File: config.mk
export PLATFORM = sky130hd
export DESIGN_NAME = mdio_cmd_master
export DESIGN_NICKNAME = d
export VERILOG_FILES = /design/src/rtl/mdio_pkg.sv /design/src/rtl/mdio_clk_div.sv /design/src/rtl/mdio_frame.sv /design/src/rtl/mdio_cmd_master.sv
export SDC_FILE = /design/constraint.sdc
export NUM_CORES = 1
export LEC_CHECK = 0
export ABC_AREA = 1
export BUFFER_PORTS_ARGS = -buffer_cell sky130_fd_sc_hd__buf_4
export CORE_MARGIN = 3
export CORE_UTILIZATION = 45
export CTS_CLUSTER_SIZE = 16
export DETAILED_ROUTE_END_ITERATION = 6
export PLACE_DENSITY = 0.69
export SYNTH_ARGS = -nofsm -noshare
export SYNTH_HDL_FRONTEND = slang
export SYNTH_SLANG_ARGS = --single-unit
File: constraint.sdc
create_clock -name clk_i -period 1.85 [get_ports clk_i]
set_input_delay 0 -clock clk_i [delete_from_list [all_inputs] [get_ports clk_i]]
set_output_delay 0 -clock clk_i [all_outputs]
set_load 0.01 [all_outputs]
File: src/rtl/mdio_pkg.sv
package mdio_pkg;
  localparam int CMD_W     = 28;
  localparam int DATA_W    = 16;
  localparam int ADDR_W    = 5;
  localparam int PRE_LEN   = 32;
  localparam int FRAME_LEN = PRE_LEN + 4 + 2 * ADDR_W + 2 + DATA_W;  // 64
  localparam int BIT_W     = $clog2(FRAME_LEN);
  localparam int TA_POS    = FRAME_LEN - DATA_W - 2;                 // 46
  localparam int DATA_POS  = FRAME_LEN - DATA_W;                     // 48
  localparam logic [ADDR_W-1:0] PHY_RST = 5'd1;

  typedef struct packed {
    logic              go;
    logic              rd;
    logic [ADDR_W-1:0] phy;
    logic [ADDR_W-1:0] regad;
    logic [DATA_W-1:0] data;
  } mdio_cmd_t;
endpackage

File: src/rtl/mdio_clk_div.sv
module mdio_clk_div #(
  parameter int HALF_DIV = 2
) (
  input  logic clk_i,
  input  logic rst_ni,
  input  logic run_i,
  output logic mdc_o,
  output logic rise_o,
  output logic fall_o
);
  localparam int CW = (HALF_DIV > 1) ? $clog2(HALF_DIV) : 1;

  logic [CW-1:0] cnt_q;
  logic          mdc_q;
  logic          tick;

  assign tick   = run_i && (cnt_q == CW'(HALF_DIV - 1));
  assign rise_o = tick && !mdc_q;
  assign fall_o = tick && mdc_q;
  assign mdc_o  = mdc_q;

  always_ff @(posedge clk_i or negedge rst_ni) begin
    if (!rst_ni) begin
      cnt_q <= '0;
      mdc_q <= 1'b0;
    end else if (!run_i) begin
      cnt_q <= '0;
      mdc_q <= 1'b0;
    end else if (tick) begin
      cnt_q <= '0;
      mdc_q <= ~mdc_q;
    end else begin
      cnt_q <= cnt_q + 1'b1;
    end
  end
endmodule

File: src/rtl/mdio_frame.sv
module mdio_frame
  import mdio_pkg::*;
(
  input  logic              clk_i,
  input  logic              rst_ni,
  input  logic              run_i,
  input  logic              rd_i,
  input  logic [ADDR_W-1:0] phy_i,
  input  logic [ADDR_W-1:0] reg_i,
  input  logic [DATA_W-1:0] wdata_i,
  input  logic              rise_i,
  input  logic              fall_i,
  input  logic              mdio_i,
  output logic              mdio_o,
  output logic              oe_o,
  output logic              done_o,
  output logic [DATA_W-1:0] rdata_o
);
  logic [FRAME_LEN-1:0] frm;
  logic [BIT_W-1:0]     bit_q;
  logic [DATA_W-1:0]    shreg_q;
  logic                 last_bit;

  assign frm = {{PRE_LEN{1'b1}}, 2'b01, (rd_i ? 2'b10 : 2'b01), phy_i, reg_i,
                (rd_i ? 2'b00 : 2'b10), (rd_i ? {DATA_W{1'b0}} : wdata_i)};

  assign last_bit = (bit_q == BIT_W'(FRAME_LEN - 1));
  assign mdio_o   = frm[BIT_W'(FRAME_LEN - 1) - bit_q];
  // read frames hand the line to the PHY from turnaround onward
  assign oe_o     = run_i && !(rd_i && (bit_q >= BIT_W'(TA_POS)));
  assign done_o   = run_i && fall_i && last_bit;
  assign rdata_o  = shreg_q;

  always_ff @(posedge clk_i or negedge rst_ni) begin
    if (!rst_ni) begin
      bit_q <= '0;
    end else if (!run_i) begin
      bit_q <= '0;
    end else if (fall_i) begin
      bit_q <= last_bit ? '0 : bit_q + 1'b1;
    end
  end

  always_ff @(posedge clk_i or negedge rst_ni) begin
    if (!rst_ni) begin
      shreg_q <= '0;
    end else if (run_i && rise_i && rd_i && (bit_q >= BIT_W'(DATA_POS))) begin
      shreg_q <= {shreg_q[DATA_W-2:0], mdio_i};
    end
  end
endmodule

File: src/rtl/mdio_cmd_master.sv
module mdio_cmd_master
  import mdio_pkg::*;
#(
  parameter int HALF_DIV = 2
) (
  input  logic             clk_i,
  input  logic             rst_ni,
  input  logic             wr_en_i,
  input  logic [CMD_W-1:0] wr_data_i,
  output logic [CMD_W-1:0] cmd_o,
  output logic             mdc_o,
  output logic             mdio_o,
  output logic             mdio_oe_o,
  input  logic             mdio_i
);
  mdio_cmd_t         cmd_q;
  logic              rise, fall, done;
  logic [DATA_W-1:0] rdata;

  always_ff @(posedge clk_i or negedge rst_ni) begin
    if (!rst_ni) begin
      cmd_q <= '{go: 1'b0, rd: 1'b0, phy: PHY_RST, regad: '0, data: '0};
    end else if (done) begin
      cmd_q.go <= 1'b0;
      if (cmd_q.rd) cmd_q.data <= rdata;
    end else if (wr_en_i && !cmd_q.go) begin
      cmd_q <= mdio_cmd_t'(wr_data_i);
    end
  end

  assign cmd_o = cmd_q;

  mdio_clk_div #(.HALF_DIV(HALF_DIV)) u_div (
    .clk_i  (clk_i),
    .rst_ni (rst_ni),
    .run_i  (cmd_q.go),
    .mdc_o  (mdc_o),
    .rise_o (rise),
    .fall_o (fall)
  );

  mdio_frame u_frm (
    .clk_i   (clk_i),
    .rst_ni  (rst_ni),
    .run_i   (cmd_q.go),
    .rd_i    (cmd_q.rd),
    .phy_i   (cmd_q.phy),
    .reg_i   (cmd_q.regad),
    .wdata_i (cmd_q.data),
    .rise_i  (rise),
    .fall_i  (fall),
    .mdio_i  (mdio_i),
    .mdio_o  (mdio_o),
    .oe_o    (mdio_oe_o),
    .done_o  (done),
    .rdata_o (rdata)
  );
endmodule

==> results.yml <==
clocking:
  clock_path_buffers: 2
  clk_latency_ns: 0.30
  root_buffer: "clkbuf_8"
  htreeDepth: 2
  cts_buffers: 5
  cts_tree: "built"
  cts.sinks: 52
  clkSlewWorstSetupHoldPaths_ns: 0.09
timing:
  fin_ws_ns: 0.110
  finalCritPeriodShare_pct: 94.1
  fin_crit_ns: 1.74
  final.setup.tns_ns: 0
  max_clock_freq_mhz: 575
  fin_skew_ns: 0.00777
  rsz0062_at_grt: "true"
  setup_viol: 0
  relSlewSlack_pct: 56.1
  hold_viol_final: 0
  tightestPinTransition_ns: 0.659
  slew_violations: 0
logic_synthesis:
  ys_warn_count: 0
  synth_cell_types: 24
  synth_nets: 380
  synth_compound_area_share_pct: 10.3
  syn_inst: 346
  ys_ff_latch: 52
  synthMuxAreaShare_pct: 0
  synth_xor_xnor_area_share_pct: 0.671
  synth_top_family_by_area: "simple AND/OR/NAND/NOR gates"
  yosys.area_share.simple_pct: 28.0
  synth.yosys.seq_area_share_pct: 49.9
  synth_fa_ha_area_share_pct: 0.958
  synthesis.area_mm2: 0.00261
  synth_area_per_cell_um2: 7.55
place:
  dp_slack_ns: 0.143
  port_buffers: 62
  placed_area_mm2: 0.00315
  dp_hpwl_um: 4680
  gp_congestion: 0.913
outcome:
  status: "completed"
final_layout:
  final_common_cell: "nand2_1"
  layout.nets: 469
  final_cell_mix: "nand2_1, buf_4, dfrtp_1, inv_1, o21ai_0"
  design_area_mm2: 0.00352
  multiInputGateArea_mm2: 0.00107
  n_fill_cell: 491
  drive_gt1_share_pct: 22.5
  area_growth_pct: 34.7
  final-seq-area_mm2: 0.00131
  diodes: 0
worst_setup_path:
  cp-start-kind: "register"
  crit_required_ns: 1.85
  critical_path_class: "reg -> out"
  critPathCapture: "mdio_o"
  startpoint: "u_frm.bit_q[1]"
  crit_arrival_ns: 1.74
  r2r_slack_ns: 0.19
  crit_path_end_kind: "output port"
  crit_fanout: 9
  ff2ff_path_depth: 8
  r2r_start: "u_frm.bit_q[0]"
  r2r_end: "cmd_o[11]"
min_path:
  worstHoldPathCells: 5
  holdCritPathClass: "in -> reg"
detailed_routing:
  firstDrtPassIters: 4
  final_antenna_net_count: 0
  avgViaCountPerCell: 4.79
  drtIter0Drc: 155
  num_vias: 2433
  wl_per_cell_um: 12.9
  drt-total-wl_um: 6560
  remaining_drc_errors: 0
die:
  die-area_mm2: 0.00675
  die_h_um: 82.2
  ios: 63
  core_mm2: 0.00557
  start_util_pct: 46.8
  die_w_um: 82.2
  row_count: 27
power_and_ir_drop:
  power_density_mw_per_mm2: 992
  vdd_drop_max_uv: 782
  p_leak_uw: 0.00176
global_route:
  antenna_found_initial: 0
  grt_usage_pct: 20.2
  grt_pass1_wl_um: 10400
  first_global_vias: 2221
  grt_start_max_net_pins: 53
  overflow: 0
flow_run:
  drv_cap: 0
==> worst max-delay path, cell delays in order (launching register included) <==
cell,delay [ns]
dfrtp_2,0.46
buf_4,0.18
inv_4,0.12
nand3_1,0.09
a21oi_1,0.15
nand2_1,0.07
nand2_1,0.06
nand2_1,0.04
nand2_1,0.06
nand2_1,0.08
buf_6,0.13
==> registers in the layout, summed over array words and instances (netlist names) <==
name	flops
cmd_o	28
u_frm.rdata_o	16
u_frm.bit_q	6
u_div.cnt_q	1
u_div.mdc_o	1
==> synth_stat cells <==
cell	instances	area [µm²]
nor3_1	3	15.0
ha_1	2	25.0
dfrtp_1	51	1280
buf_6	3	33.8
inv_2	2	7.51
a21o_1	1	7.51
inv_1	42	158
nand2_2	3	18.8
nor2_1	10	37.5
clkbuf_1	1	3.75
xor2_1	1	8.76
a21oi_1	8	40.0
xnor2_1	1	8.76
nand2_1	131	492
dfstp_2	1	26.3
nand3_1	28	140
nor2_2	2	12.5
o21ai_0	38	190
nor3_4	1	16.3
clkinv_1	1	3.75
buf_4	3	22.5
buf_2	7	35.0
o22ai_1	2	12.5
o21ai_1	4	20.0
==> kinds of logic (layout without fill, tap and decap cells) <==
kind of cell	after synthesis	count (layout)
buffers and inverters	59	149
xor gates and xnor gates	2	2
adders and majority gates	2	2
AOI/OAI and AO/OA	53	53
DFF	52	52
and+or+nand+nor	178	178
==> worst min-delay path by stage <==
| stage | endpoint | startpoint | slack [ns] |
|---|---|---|---|
| 2_1_floorplan | cmd_o[0] | rst_ni | -0.30 |
| 3_3_place_gp | cmd_o[8] | rst_ni | 0.07 |
| 3_5_place_dp | cmd_o[8] | rst_ni | 0.08 |
| 4_1_cts | cmd_o[6] | wr_data_i[6] | 0.01 |
| 5_1_grt | cmd_o[6] | wr_data_i[6] | 0.02 |
| 6_report | cmd_o[8] | wr_data_i[8] | 0.01 |
==> final cells by class <==
type / instances / area share, %
timing repair buffer: 96 / 22.6
tap: 72 / 2.56
clock buffer: 6 / 2.06
inverter: 45 / 4.87
clock inverter: 2 / 0.462
multi-input combinational: 235 / 30.3
sequential: 52 / 37.1
==> routing by layer <==
metal  wire length, µm  global-route usage (%)  vias up  share of wire (%)
li1                  -                       -     1257                  -
met1              3120                    29.4     1104                 48
met2              2990                    30.9       61                 46
met3               318                    3.36       11                4.9
met4               123                    6.31        0                1.9
met5                 0                       0        -                  0
==> per-stage QoR <==
| stage | hold slack [ns] | util (%) | total power [µW] | cells |
|---|---|---|---|---|
| after floorplan | -0.296 | - | 2220 | 346 |
| after global placement | 0.0749 | 56.5 | 2690 | 475 |
| after detailed placement | 0.0753 | 56.5 | 2700 | 475 |
| after CTS | 0.00972 | 62.0 | 3390 | 504 |
| after global routing | 0.0180 | 63.1 | 3750 | 508 |
| final | 0.0135 | 63.1 | 3490 | 508 |
==> where the power goes <==
group / switching (µW) / internal, µW
combinational: 722 / 623
sequential: 172 / 1320
clock: 380 / 270
total: 1270 / 2210
==> timing repair <==
| item | 4_1_cts | 5_1_grt |
|---|---|---|
| resized for setup | 2 | 12 |
| setup endpoints to repair | 1 | 4 |
| pin swaps | 0 | 8 |
| endpoints found under the hold margin | 70 | 0 |
| setup buffers | 0 | 5 |
| hold buffers | 21 | 0 |
Note: power is estimated with default switching activity, not from simulation.
